$ cat config.mk
export PLATFORM = sky130hd
export DESIGN_NAME = buck_gate_interlock
export DESIGN_NICKNAME = d
export VERILOG_FILES = /design/src/rtl/buck_gate_interlock_pkg.sv /design/src/rtl/confirm_timer.sv /design/src/rtl/flag_latch.sv /design/src/rtl/interlock_fsm.sv /design/src/rtl/buck_gate_interlock.sv
export SDC_FILE = /design/constraint.sdc
export NUM_CORES = 1
export LEC_CHECK = 0
export ABC_AREA = 1
export CAP_MARGIN = 40
export CORE_AREA = 10 10 47 49
export CTS_CLUSTER_SIZE = 30
export DETAILED_ROUTE_END_ITERATION = 16
export DIE_AREA = 0 0 57 59
export GPL_ROUTABILITY_DRIVEN = 0
export GPL_TIMING_DRIVEN = 0
export PLACE_DENSITY = 0.68
export SETUP_SLACK_MARGIN = 0.1
export SLEW_MARGIN = 20
export SYNTH_ARGS = -nofsm -noshare
export SYNTH_HDL_FRONTEND = slang
export SYNTH_SLANG_ARGS = --single-unit
$ cat constraint.sdc
create_clock -name clk -period 3.2 [get_ports clk]
set_clock_uncertainty 0.15 [all_clocks]
set_input_delay 0.64 -clock clk [delete_from_list [all_inputs] [get_ports clk]]
set_output_delay 0.64 -clock clk [all_outputs]
set_load 0.02 [all_outputs]
$ cat src/rtl/buck_gate_interlock_pkg.sv
package buck_gate_interlock_pkg;

  typedef enum logic [2:0] {
    ST_OFF     = 3'd0,
    ST_LS      = 3'd1,
    ST_WAIT_HS = 3'd2,
    ST_HS      = 3'd3,
    ST_WAIT_LS = 3'd4,
    ST_CLAMP   = 3'd5,
    ST_TRI     = 3'd6
  } ilk_state_e;

  localparam int SIDE_HS = 0;
  localparam int SIDE_LS = 1;
  localparam int NUM_SIDES = 2;

endpackage

$ cat src/rtl/confirm_timer.sv
// Counts consecutive cycles of a sense flag while armed; done marks the
// edge on which the required run length is reached.
module confirm_timer #(
  parameter int DT_CYC = 3
) (
  input  logic clk,
  input  logic rst,
  input  logic arm,
  input  logic sense,
  output logic done
);
  localparam int CW = (DT_CYC > 1) ? $clog2(DT_CYC) : 1;
  localparam logic [CW-1:0] LAST = CW'(DT_CYC - 1);

  logic [CW-1:0] cnt;

  always_ff @(posedge clk) begin
    if (rst || !arm || !sense) begin
      cnt <= '0;
    end else if (cnt != LAST) begin
      cnt <= cnt + 1'b1;
    end
  end

  assign done = arm & sense & (cnt == LAST);
endmodule

$ cat src/rtl/flag_latch.sv
// Sticky fault flags: force is the live command OR the held value.
module flag_latch #(
  parameter int N = 2
) (
  input  logic         clk,
  input  logic         rst,
  input  logic [N-1:0] cmd,
  output logic [N-1:0] force_o
);
  logic [N-1:0] held;

  for (genvar i = 0; i < N; i++) begin : g_bit
    always_ff @(posedge clk) begin
      if (rst) begin
        held[i] <= 1'b0;
      end else if (cmd[i]) begin
        held[i] <= 1'b1;
      end
    end
    assign force_o[i] = cmd[i] | held[i];
  end
endmodule

$ cat src/rtl/interlock_fsm.sv
module interlock_fsm
  import buck_gate_interlock_pkg::*;
(
  input  logic       clk,
  input  logic       rst,
  input  logic       pwm_req,
  input  logic       uvlo,
  input  logic       ov_force,
  input  logic       uv_force,
  input  logic       done_hs,
  input  logic       done_ls,
  output ilk_state_e state,
  output logic       hs_en,
  output logic       ls_en
);
  ilk_state_e nxt;

  always_comb begin
    nxt = state;
    if (ov_force) begin
      nxt = ST_CLAMP;
    end else if (uv_force) begin
      nxt = ST_TRI;
    end else if (uvlo) begin
      nxt = ST_LS;
    end else begin
      unique case (state)
        ST_OFF:     nxt = pwm_req ? ST_WAIT_HS : ST_WAIT_LS;
        ST_LS:      if (pwm_req) nxt = ST_WAIT_HS;
        ST_WAIT_HS: if (!pwm_req) nxt = ST_WAIT_LS;
                    else if (done_hs) nxt = ST_HS;
        ST_HS:      if (!pwm_req) nxt = ST_WAIT_LS;
        ST_WAIT_LS: if (pwm_req) nxt = ST_WAIT_HS;
                    else if (done_ls) nxt = ST_LS;
        ST_CLAMP:   nxt = ST_CLAMP;
        ST_TRI:     nxt = ST_TRI;
        default:    nxt = ST_OFF;
      endcase
    end
  end

  always_ff @(posedge clk) begin
    if (rst) begin
      state <= ST_OFF;
      hs_en <= 1'b0;
      ls_en <= 1'b0;
    end else begin
      state <= nxt;
      hs_en <= (nxt == ST_HS);
      ls_en <= (nxt == ST_LS) || (nxt == ST_CLAMP);
    end
  end
endmodule

$ cat src/rtl/buck_gate_interlock.sv
module buck_gate_interlock
  import buck_gate_interlock_pkg::*;
#(
  parameter int DT_CYC = 3
) (
  input  logic clk,
  input  logic rst,
  input  logic pwm_req,
  input  logic lsg_low,
  input  logic swn_low,
  input  logic uvlo,
  input  logic ov_fault,
  input  logic uv_fault,
  output logic hs_en,
  output logic ls_en
);
  ilk_state_e           state;
  logic [NUM_SIDES-1:0] arm, sense, done;
  logic [1:0]           force_v;

  assign arm[SIDE_HS]   = (state == ST_WAIT_HS);
  assign arm[SIDE_LS]   = (state == ST_WAIT_LS);
  assign sense[SIDE_HS] = lsg_low;
  assign sense[SIDE_LS] = swn_low;

  for (genvar s = 0; s < NUM_SIDES; s++) begin : g_side
    confirm_timer #(.DT_CYC(DT_CYC)) timer_i (
      .clk  (clk),
      .rst  (rst),
      .arm  (arm[s]),
      .sense(sense[s]),
      .done (done[s])
    );
  end

  flag_latch #(.N(2)) faults_i (
    .clk    (clk),
    .rst    (rst),
    .cmd    ({uv_fault, ov_fault}),
    .force_o(force_v)
  );

  interlock_fsm fsm_i (
    .clk     (clk),
    .rst     (rst),
    .pwm_req (pwm_req),
    .uvlo    (uvlo),
    .ov_force(force_v[0]),
    .uv_force(force_v[1]),
    .done_hs (done[SIDE_HS]),
    .done_ls (done[SIDE_LS]),
    .state   (state),
    .hs_en   (hs_en),
    .ls_en   (ls_en)
  );
endmodule

* Word-level counts from Yosys, hierarchy flattened *
Cells that the tools add are included.

word-level totals
  flip-flop bits (word level) = 11
  bits of input ports = 8
  output and inout port bits = 2

cells by class
  $add $sub $neg = 2
  equality and inequality tests = 13
  muxes and demuxes = 11
  bitwise operators = 6
  reduce and logical (&&, ||, !) cells = 10

operators by type and width
  operator               count
  $mux W3                10
  $pmux W3 S7            1
  $eq A3 B3 Y1 const B   4
  $eq A3 B2 Y1 const B   3
  $eq A3 B1 Y1 const B   2
  $logic_or A1 B1 Y1     5
  $add A2 B1 Y2 const B  2
  $and A1 B1 Y1          4
  $eq A2 B2 Y1 const B   2
  $logic_not A1 Y1       4
  $ne A2 B2 Y1 const B   2
  $logic_not A3 Y1       1
  $or A1 B1 Y1           2

* Logic depth before layout (Yosys ltp) *
Gate-level depths: netlist of run 1.

  depth after elaboration = 11
  gate-level depth with buffers = 9
  mapped depth without buffers = 9

* Hierarchy *
From an unflattened synthesis of run 1, not the netlist that was laid out.

second synthesis, totals
  cells, all modules = 91
  area total of the unflattened synthesis = 576.8 µm²

modules (own cells, without submodules)
  module               instances  cells each  area an instance (µm²)  sequential area each (µm²)
  interlock_fsm        1          44          272.8                   100.1
  confirm_timer        2          17          108.9                   40.0
  flag_latch           1          8           67.6                    40.0
  buck_gate_interlock  1          5           18.8                    0.0

* Least setup slack after synthesis of run 1 *
OpenSTA, ideal clock, no wires.

  path kind = input port to flip-flop
  from = input port lsg_low
  to = register fsm_i.hs_en
  library setup time = 0.070 ns
  arrival = 1.178 ns
  setup slack = 1.803 ns
  stages on the path = 8
  path buffers = 0
  cell sequence = inv_1 -> nor2_1 -> nand3_1 -> nand2_1 -> nand2_1 -> nand4_1 -> nand2_2 -> a21oi_1

between the ends
  cells in the longest elaborated chain, start to end = 9

ends and longest elaborated chain
  item                        RTL line                  text
  start: declaration          buck_gate_interlock.sv:9  input logic lsg_low,
  $and A1 B1 Y1 (2 in a row)  confirm_timer.sv:25       assign done = arm & sense & (cnt == LAST);
  $mux W3                     interlock_fsm.sv:31       else if (done_hs) nxt = ST_HS;
  $mux W3                     interlock_fsm.sv:30       ST_WAIT_HS: if (!pwm_req) nxt = ST_WAIT_LS;
  $pmux W3 S7                 interlock_fsm.sv:27       unique case (state)
  $mux W3                     interlock_fsm.sv:24       end else if (uvlo) begin
  $mux W3                     interlock_fsm.sv:22       end else if (uv_force) begin
  $mux W3                     interlock_fsm.sv:20       if (ov_force) begin
  $eq A3 B2 Y1                interlock_fsm.sv:49       hs_en <= (nxt == ST_HS);
  end signal: assignment      interlock_fsm.sv:49
  end: declaration            interlock_fsm.sv:13       output logic hs_en,

No other way between the ends.
A chain may end at the register's enable or synchronous reset.

* Worst setup path after layout of run 1 *
  from = register fsm_i.hs_en
  to = output port hs_en

RTL lines
  item              RTL line                   text
  end: declaration  buck_gate_interlock.sv:14  output logic hs_en,

No word-level cell between the ends.

==> results of run 1 <==
-- cell families (layout without fill, tap and decap cells) --
logic type	count (synthesis)	after routing	share of synthesized area, %
AND/OR/NAND/NOR	44	44	35.71
buffers and inverters	15	28	11.38
flip-flops	11	11	39.29
AO/OA/AOI/OAI	6	6	6.026
adder cells (fa/ha/maj)	2	2	4.464
XOR/XNOR	2	2	3.126
-- worst min path at each step --
stage,startpoint,endpoint,slack (ns),depth (start not counted)
2_1_floorplan,faults_i.held[1]$_SDFFE_PP0P_,faults_i.held[1]$_SDFFE_PP0P_,0.30,2
3_3_place_gp,faults_i.held[1]$_SDFFE_PP0P_,faults_i.held[1]$_SDFFE_PP0P_,0.32,2
5_1_grt,faults_i.held[0]$_SDFFE_PP0P_,faults_i.held[0]$_SDFFE_PP0P_,0.40,2
4_1_cts,faults_i.held[1]$_SDFFE_PP0P_,faults_i.held[1]$_SDFFE_PP0P_,0.35,2
6_report,faults_i.held[1]$_SDFFE_PP0P_,faults_i.held[1]$_SDFFE_PP0P_,0.34,2
3_5_place_dp,faults_i.held[1]$_SDFFE_PP0P_,faults_i.held[1]$_SDFFE_PP0P_,0.33,2
-- cell usage in the layout (no fill, tap or decap) --
cell type	count
a21oi_1	5
a21oi_2	1
buf_6	1
clkbuf_1	1
clkbuf_4	3
clkdlybuf4s50_1	9
dfxtp_1	11
ha_1	2
inv_1	13
inv_2	1
nand2_1	14
nand2_2	1
nand3_1	9
nand4_1	2
nor2_1	15
nor2_2	1
nor2_4	1
nor3_2	1
xor2_1	2
-- flip-flops by register name (all words and copies together) (netlist names) --
signal              flops
g_side.timer_i.cnt      4
faults_i.held           2
fsm_i.state             3
fsm_i.ls_en             1
fsm_i.hs_en             1
-- Yosys cell counts (all sizes together) --
master,n
nor2,17
inv,14
nand3,9
dfxtp,11
nor3,1
xor2,2
ha,2
nand2,15
nand4,2
buf,1
a21oi,6
-- metal layers --
metal	vias up	global-route usage [%]
li1	273	-
met1	210	6.506
met2	7	11.16
met3	2	3.004
met4	0	5.034
met5	-	0
-- stage by stage --
stage / area (µm²) / utilization (%) / hold slack (ns)
after floorplan: 560.5 / - / 0.2973
after global placement: 670.6 / 47.86 / 0.3166
after detailed placement: 670.6 / 47.86 / 0.3339
after CTS: 696.9 / 49.73 / 0.3517
after global routing: 696.9 / 49.73 / 0.3974
final: 696.9 / 49.73 / 0.3358
-- power by group through the flow --
stage               Sequential [mW]  Clock (mW)  Combinational [mW]
detailed placement            0.151           0              0.0498
global placement              0.151           0              0.0491
global route                  0.148       0.103              0.0565
CTS                           0.147       0.101              0.0500
finish                        0.148      0.0938              0.0493
floorplan                     0.152           0              0.0308
-- cell type report --
| class | instances | area [µm²] |
|---|---|---|
| fillers | 158 | 704.4 |
| multi-input cells | 54 | 276.5 |
| flip-flops and latches | 11 | 220.2 |
| repair buffers | 9 | 90.09 |
| inverters | 14 | 52.55 |
| clock buffers | 4 | 26.28 |
| well taps | 16 | 20.02 |
| plain buffers | 1 | 11.26 |
==> impl_metrics.yaml, run 1 <==
cts:
  htree_levels: 1
  cts.sinks: 11
  cts_resized: 0
  path_clk_slew_ns: 0.07
  cts_tree: "built"
  post_cts_buffers: 0
  clk_root_buffer_cell: "clkbuf_4"
  ctsHoldBuffers: 0
  cts_buffers: 3
  clk_path_buf_depth: 2
  clock_latency_ns: 0.26
routing:
  drc_errors: 0
  top_layer: "met4"
  routed_wl_um: 1015
  antenna_left: 0
  drt_pre_antenna_iters: 4
  wl_per_cell_um: 9.312
  m1WireLength_um: 498
  via_count: 492
  viasPerCell: 4.514
  first_iter_violations: 8
  dr_wl_met3_um: 41
  wl_met2_um: 465
timing:
  rsz0062_at_grt: "false"
  finalCritPeriodShare_pct: 61.56
  min_period_ns: 1.970
  worst-slew-pin-transition_ns: 0.2356
  fin_setup_tns_ns: 0
  fin_ws_ns: 1.230
  max_freq_mhz: 507.7
  final-hold-violation-count: 0
  relSlewSlack_pct: 84.27
  setup_viol: 0
  slew_viol_final: 0
power:
  power_mw: 0.2907
  pwr-share-clk_pct: 32.3
  pwr_density_cell_nw_per_um2: 417.2
  leakagePower_nw: 0.3389
  switching_share_pct: 26.04
  p_seq_share_pct: 50.8
  ir_worst_vdd_mv: 0.1953
  p_int_mw: 0.2150
  switchingPower_mw: 0.07570
  power_frac_comb_pct: 17.0
final_layout:
  drive_above_1_share_pct: 10.75
  area_growth_pct: 24.33
  nets: 104
  final_cells: 109
  diodes: 0
worst_setup_path:
  cp.arrival_ns: 1.18
  critical_path.cell_chain: "clkdlybuf4s50_1"
  critPathRequiredTime_ns: 2.41
  max_stage_delay_ns: 0.60
  criticalPathCategory: "flip-flop to output port"
  crit_start: "fsm_i.hs_en$_SDFF_PP0_"
  r2r_cells: 8
  crit_end: "hs_en"
  r2r_slack_ns: 1.83
  cp-start-kind: "flip-flop"
  crit_fanout: 1
  crit_family: "buffers and inverters"
  path_buf_inv: 1
  crit_cells: 1
  reg2reg_from: "g_side[1].timer_i.cnt[0]$_SDFFE_PP0P_"
  rr_endpoint: "fsm_i.hs_en$_SDFF_PP0_"
  crit_path_top_delay_cell: "clkdlybuf4s50_1"
  cp-end-kind: "output port"
global_route:
  grt_pass1_vias: 468
  grt_overflow: 0
  grt_usage_pct: 6.733
  grt_pass1_wl_um: 1780
  grt_max_degree: 9
  grt_antenna_before_repair: 0
synthesis:
  syn_avg_cell_area_um2: 7.007
  yosysTopAreaCell: "dfxtp_1"
  netlist_area_um2: 560.5
  synthCells: 80
  ys_seq_area_share_pct: 39.29
  ys_ff_latch: 11
  syn_nets: 90
  synth_warnings: 0
  synthTopCellsByArea: "dfxtp_1 (39%), nor2_1 (10%), nand2_1 (9.4%)"
  yosysUniqueCellTypes: 16
  synth_top_area_share_pct: 39.29
placed_design:
  port-buffer-count: 9
  dp_slack_ns: 1.245
  dp_cells: 105
  dp_hpwl_um: 838.5
floorplanning:
  dieArea_um2: 3363
  die_height_um: 59
  die_x_um: 57
  core-area_um2: 1401
  start_util_pct: 40.00
  rows: 14
  num_io_pins: 10
hold_path:
  min_path_type: "flip-flop to flip-flop"
job:
  cap_violations: 0
run_status:
  status: "complete, no violations"
Note: power is estimated with default switching activity, not from simulation.
==> run 2: changes to the inputs <==
CORE_AREA = default   (was 10 10 47 49)
CORE_MARGIN = 10   (was default)
CORE_UTILIZATION = 43   (was default)
DIE_AREA = default   (was 0 0 57 59)
PLACE_DENSITY = 0.72   (was 0.68)
clock period = 1.8 ns   (was 3.2 ns; I/O delays follow)
==> impl_metrics.yaml, run 2 (synthesis gave the netlist of run 1 again) <==
job:
  cap_violations: 0
cts:
  htree_levels: 1
  cts_buffers: 3
  clock_latency_ns: 0.27
  clk_root_buffer_cell: "clkbuf_4"
  clk_path_buf_depth: 2
  post_cts_buffers: 0
  cts_tree: "built"
  cts.sinks: 11
  path_clk_slew_ns: 0.07
routing:
  drt_pre_antenna_iters: 4
  m1WireLength_um: 526
  wl_per_cell_um: 10.42
  first_iter_violations: 12
  viasPerCell: 4.981
  wl_met2_um: 496
  drc_errors: 0
  dr_wl_met3_um: 58
  routed_wl_um: 1115
  antenna_left: 0
  top_layer: "met4"
  via_count: 533
final_layout:
  drive_above_1_share_pct: 10.75
  final_cell_mix: "nor2_1 (15), nand2_1 (14), inv_1 (13)"
  top_register: "g_side.timer_i.cnt"
  layout_commonest_cell: "nor2_1"
  largest_reg_flops: 4
  area_growth_pct: 24.78
  nets: 104
  multi_input_area_um2: 276.5
  diodes: 0
  register_area_um2: 220.2
  num-fill-cells: 111
  reg_top3: "g_side.timer_i.cnt: 4 flops, fsm_i.state: 3 flops, faults_i.held: 2 flops"
global_route:
  grt_antenna_before_repair: 0
  grt_pass1_vias: 449
  grt_max_degree: 9
  grt_pass1_wl_um: 1766
  grt_usage_pct: 6.787
  grt_overflow: 0
worst_setup_path:
  crit_start: "g_side[1].timer_i.cnt[0]$_SDFFE_PP0P_"
  cp-start-kind: "flip-flop"
  crit_cells: 8
  cp-end-kind: "flip-flop"
  critPathRequiredTime_ns: 1.81
  critical_path.cell_chain: "inv_1, ha_1, nand4_1, nand2_1, nand2_1, nand4_1, nand2_2, a21oi_1"
  rr_endpoint: "fsm_i.ls_en$_SDFF_PP0_"
  path_buf_inv: 1
  r2r_slack_ns: 0.41
  crit_end: "fsm_i.ls_en$_SDFF_PP0_"
  cp.arrival_ns: 1.41
  crit_path_top_delay_cell: "dfxtp_1"
  r2r_cells: 8
  criticalPathCategory: "flip-flop to flip-flop"
  crit_fanout: 4
  reg2reg_from: "g_side[1].timer_i.cnt[0]$_SDFFE_PP0P_"
  crit_family: "simple AND/OR/NAND/NOR gates"
  max_stage_delay_ns: 0.35
placed_design:
  port-buffer-count: 9
  dp_hpwl_um: 874
  dp_slack_ns: 0.1328
timing:
  rsz0062_at_grt: "false"
  final-hold-violation-count: 0
  min_period_ns: 1.394
  fin_ws_ns: 0.4056
  max_freq_mhz: 717.2
  relSlewSlack_pct: 82.51
  setup_viol: 0
  slew_viol_final: 0
  fin_setup_tns_ns: 0
  worst-slew-pin-transition_ns: 0.2619
  finalCritPeriodShare_pct: 77.47
floorplanning:
  core-area_um2: 1171
  num_io_pins: 10
  start_util_pct: 47.86
  rows: 12
  dieArea_um2: 3148
  die_height_um: 56.11
  die_x_um: 56.11
hold_path:
  min-delay-start: "faults_i.held[1]$_SDFFE_PP0P_"
  min_path_type: "flip-flop to flip-flop"
power:
  leakagePower_nw: 0.3704
  ir_worst_vdd_mv: 0.4371
  pwr_density_cell_nw_per_um2: 744.2
run_status:
  status: "complete, no violations"
==> run 2: per-layer routing <==
| metal | up-vias | track usage [%] |
|---|---|---|
| met2 | 19 | 10.08 |
| li1 | 278 | - |
| met3 | 5 | 2.733 |
| met1 | 231 | 7.481 |
| met5 | - | 0 |
| met4 | 0 | 5.119 |
==> run 2: worst min-delay path by stage <==
stage	endpoint	cells past startpoint	slack, ns
after CTS	faults_i.held[1]$_SDFFE_PP0P_	2	0.35
after global routing	g_side[0].timer_i.cnt[1]$_SDFFE_PP0P_	2	0.39
after global placement	faults_i.held[1]$_SDFFE_PP0P_	2	0.32
after detailed placement	faults_i.held[1]$_SDFFE_PP0P_	2	0.34
final	faults_i.held[1]$_SDFFE_PP0P_	2	0.34
after floorplan	fsm_i.state[1]$_SDFF_PP0_	1	0.28
==> run 2: report_power, final <==
| part | switching (mW) | internal (mW) | total (mW) |
|---|---|---|---|
| combinational | 0.0490 | 0.0411 | 0.0901 |
| clock | 0.0815 | 0.0859 | 0.167 |
| sequential | 0.00774 | 0.255 | 0.263 |
==> run 2: final cells by class <==
cell class | count | area share (%)
repair buffers | 9 | 13.60
flip-flops and latches | 11 | 31.48
well taps | 14 | 2.504
multi-input cells | 54 | 39.53
clock buffers | 4 | 3.757
inverters | 14 | 7.513
plain buffers | 1 | 1.610
==> run 2: tightest hold or removal path, cell delays in order, from the launching register on <==
cell and delay (ns):
dfxtp_1 0.31, nor2_1 0.07, nor2_1 0.08
==> run 2: stage by stage <==
| stage | area (µm²) | utilization [%] | total power [mW] | hold WS, ns | cells |
|---|---|---|---|---|---|
| after global routing | 699.4 | 59.72 | 0.5490 | 0.3917 | 107 |
| after floorplan | 560.5 | - | 0.3247 | 0.2769 | 80 |
| after detailed placement | 668.1 | 57.05 | 0.3579 | 0.3354 | 103 |
| after global placement | 668.1 | 57.05 | 0.3555 | 0.3159 | 103 |
| after CTS | 694.4 | 59.29 | 0.5244 | 0.3514 | 107 |
| final | 699.4 | 59.72 | 0.5205 | 0.3389 | 107 |
==> run 2: repair_timing <==
item                       CTS  global route
hold buffers                 0             0
resized for setup            0             2
setup endpoints to repair    0             2
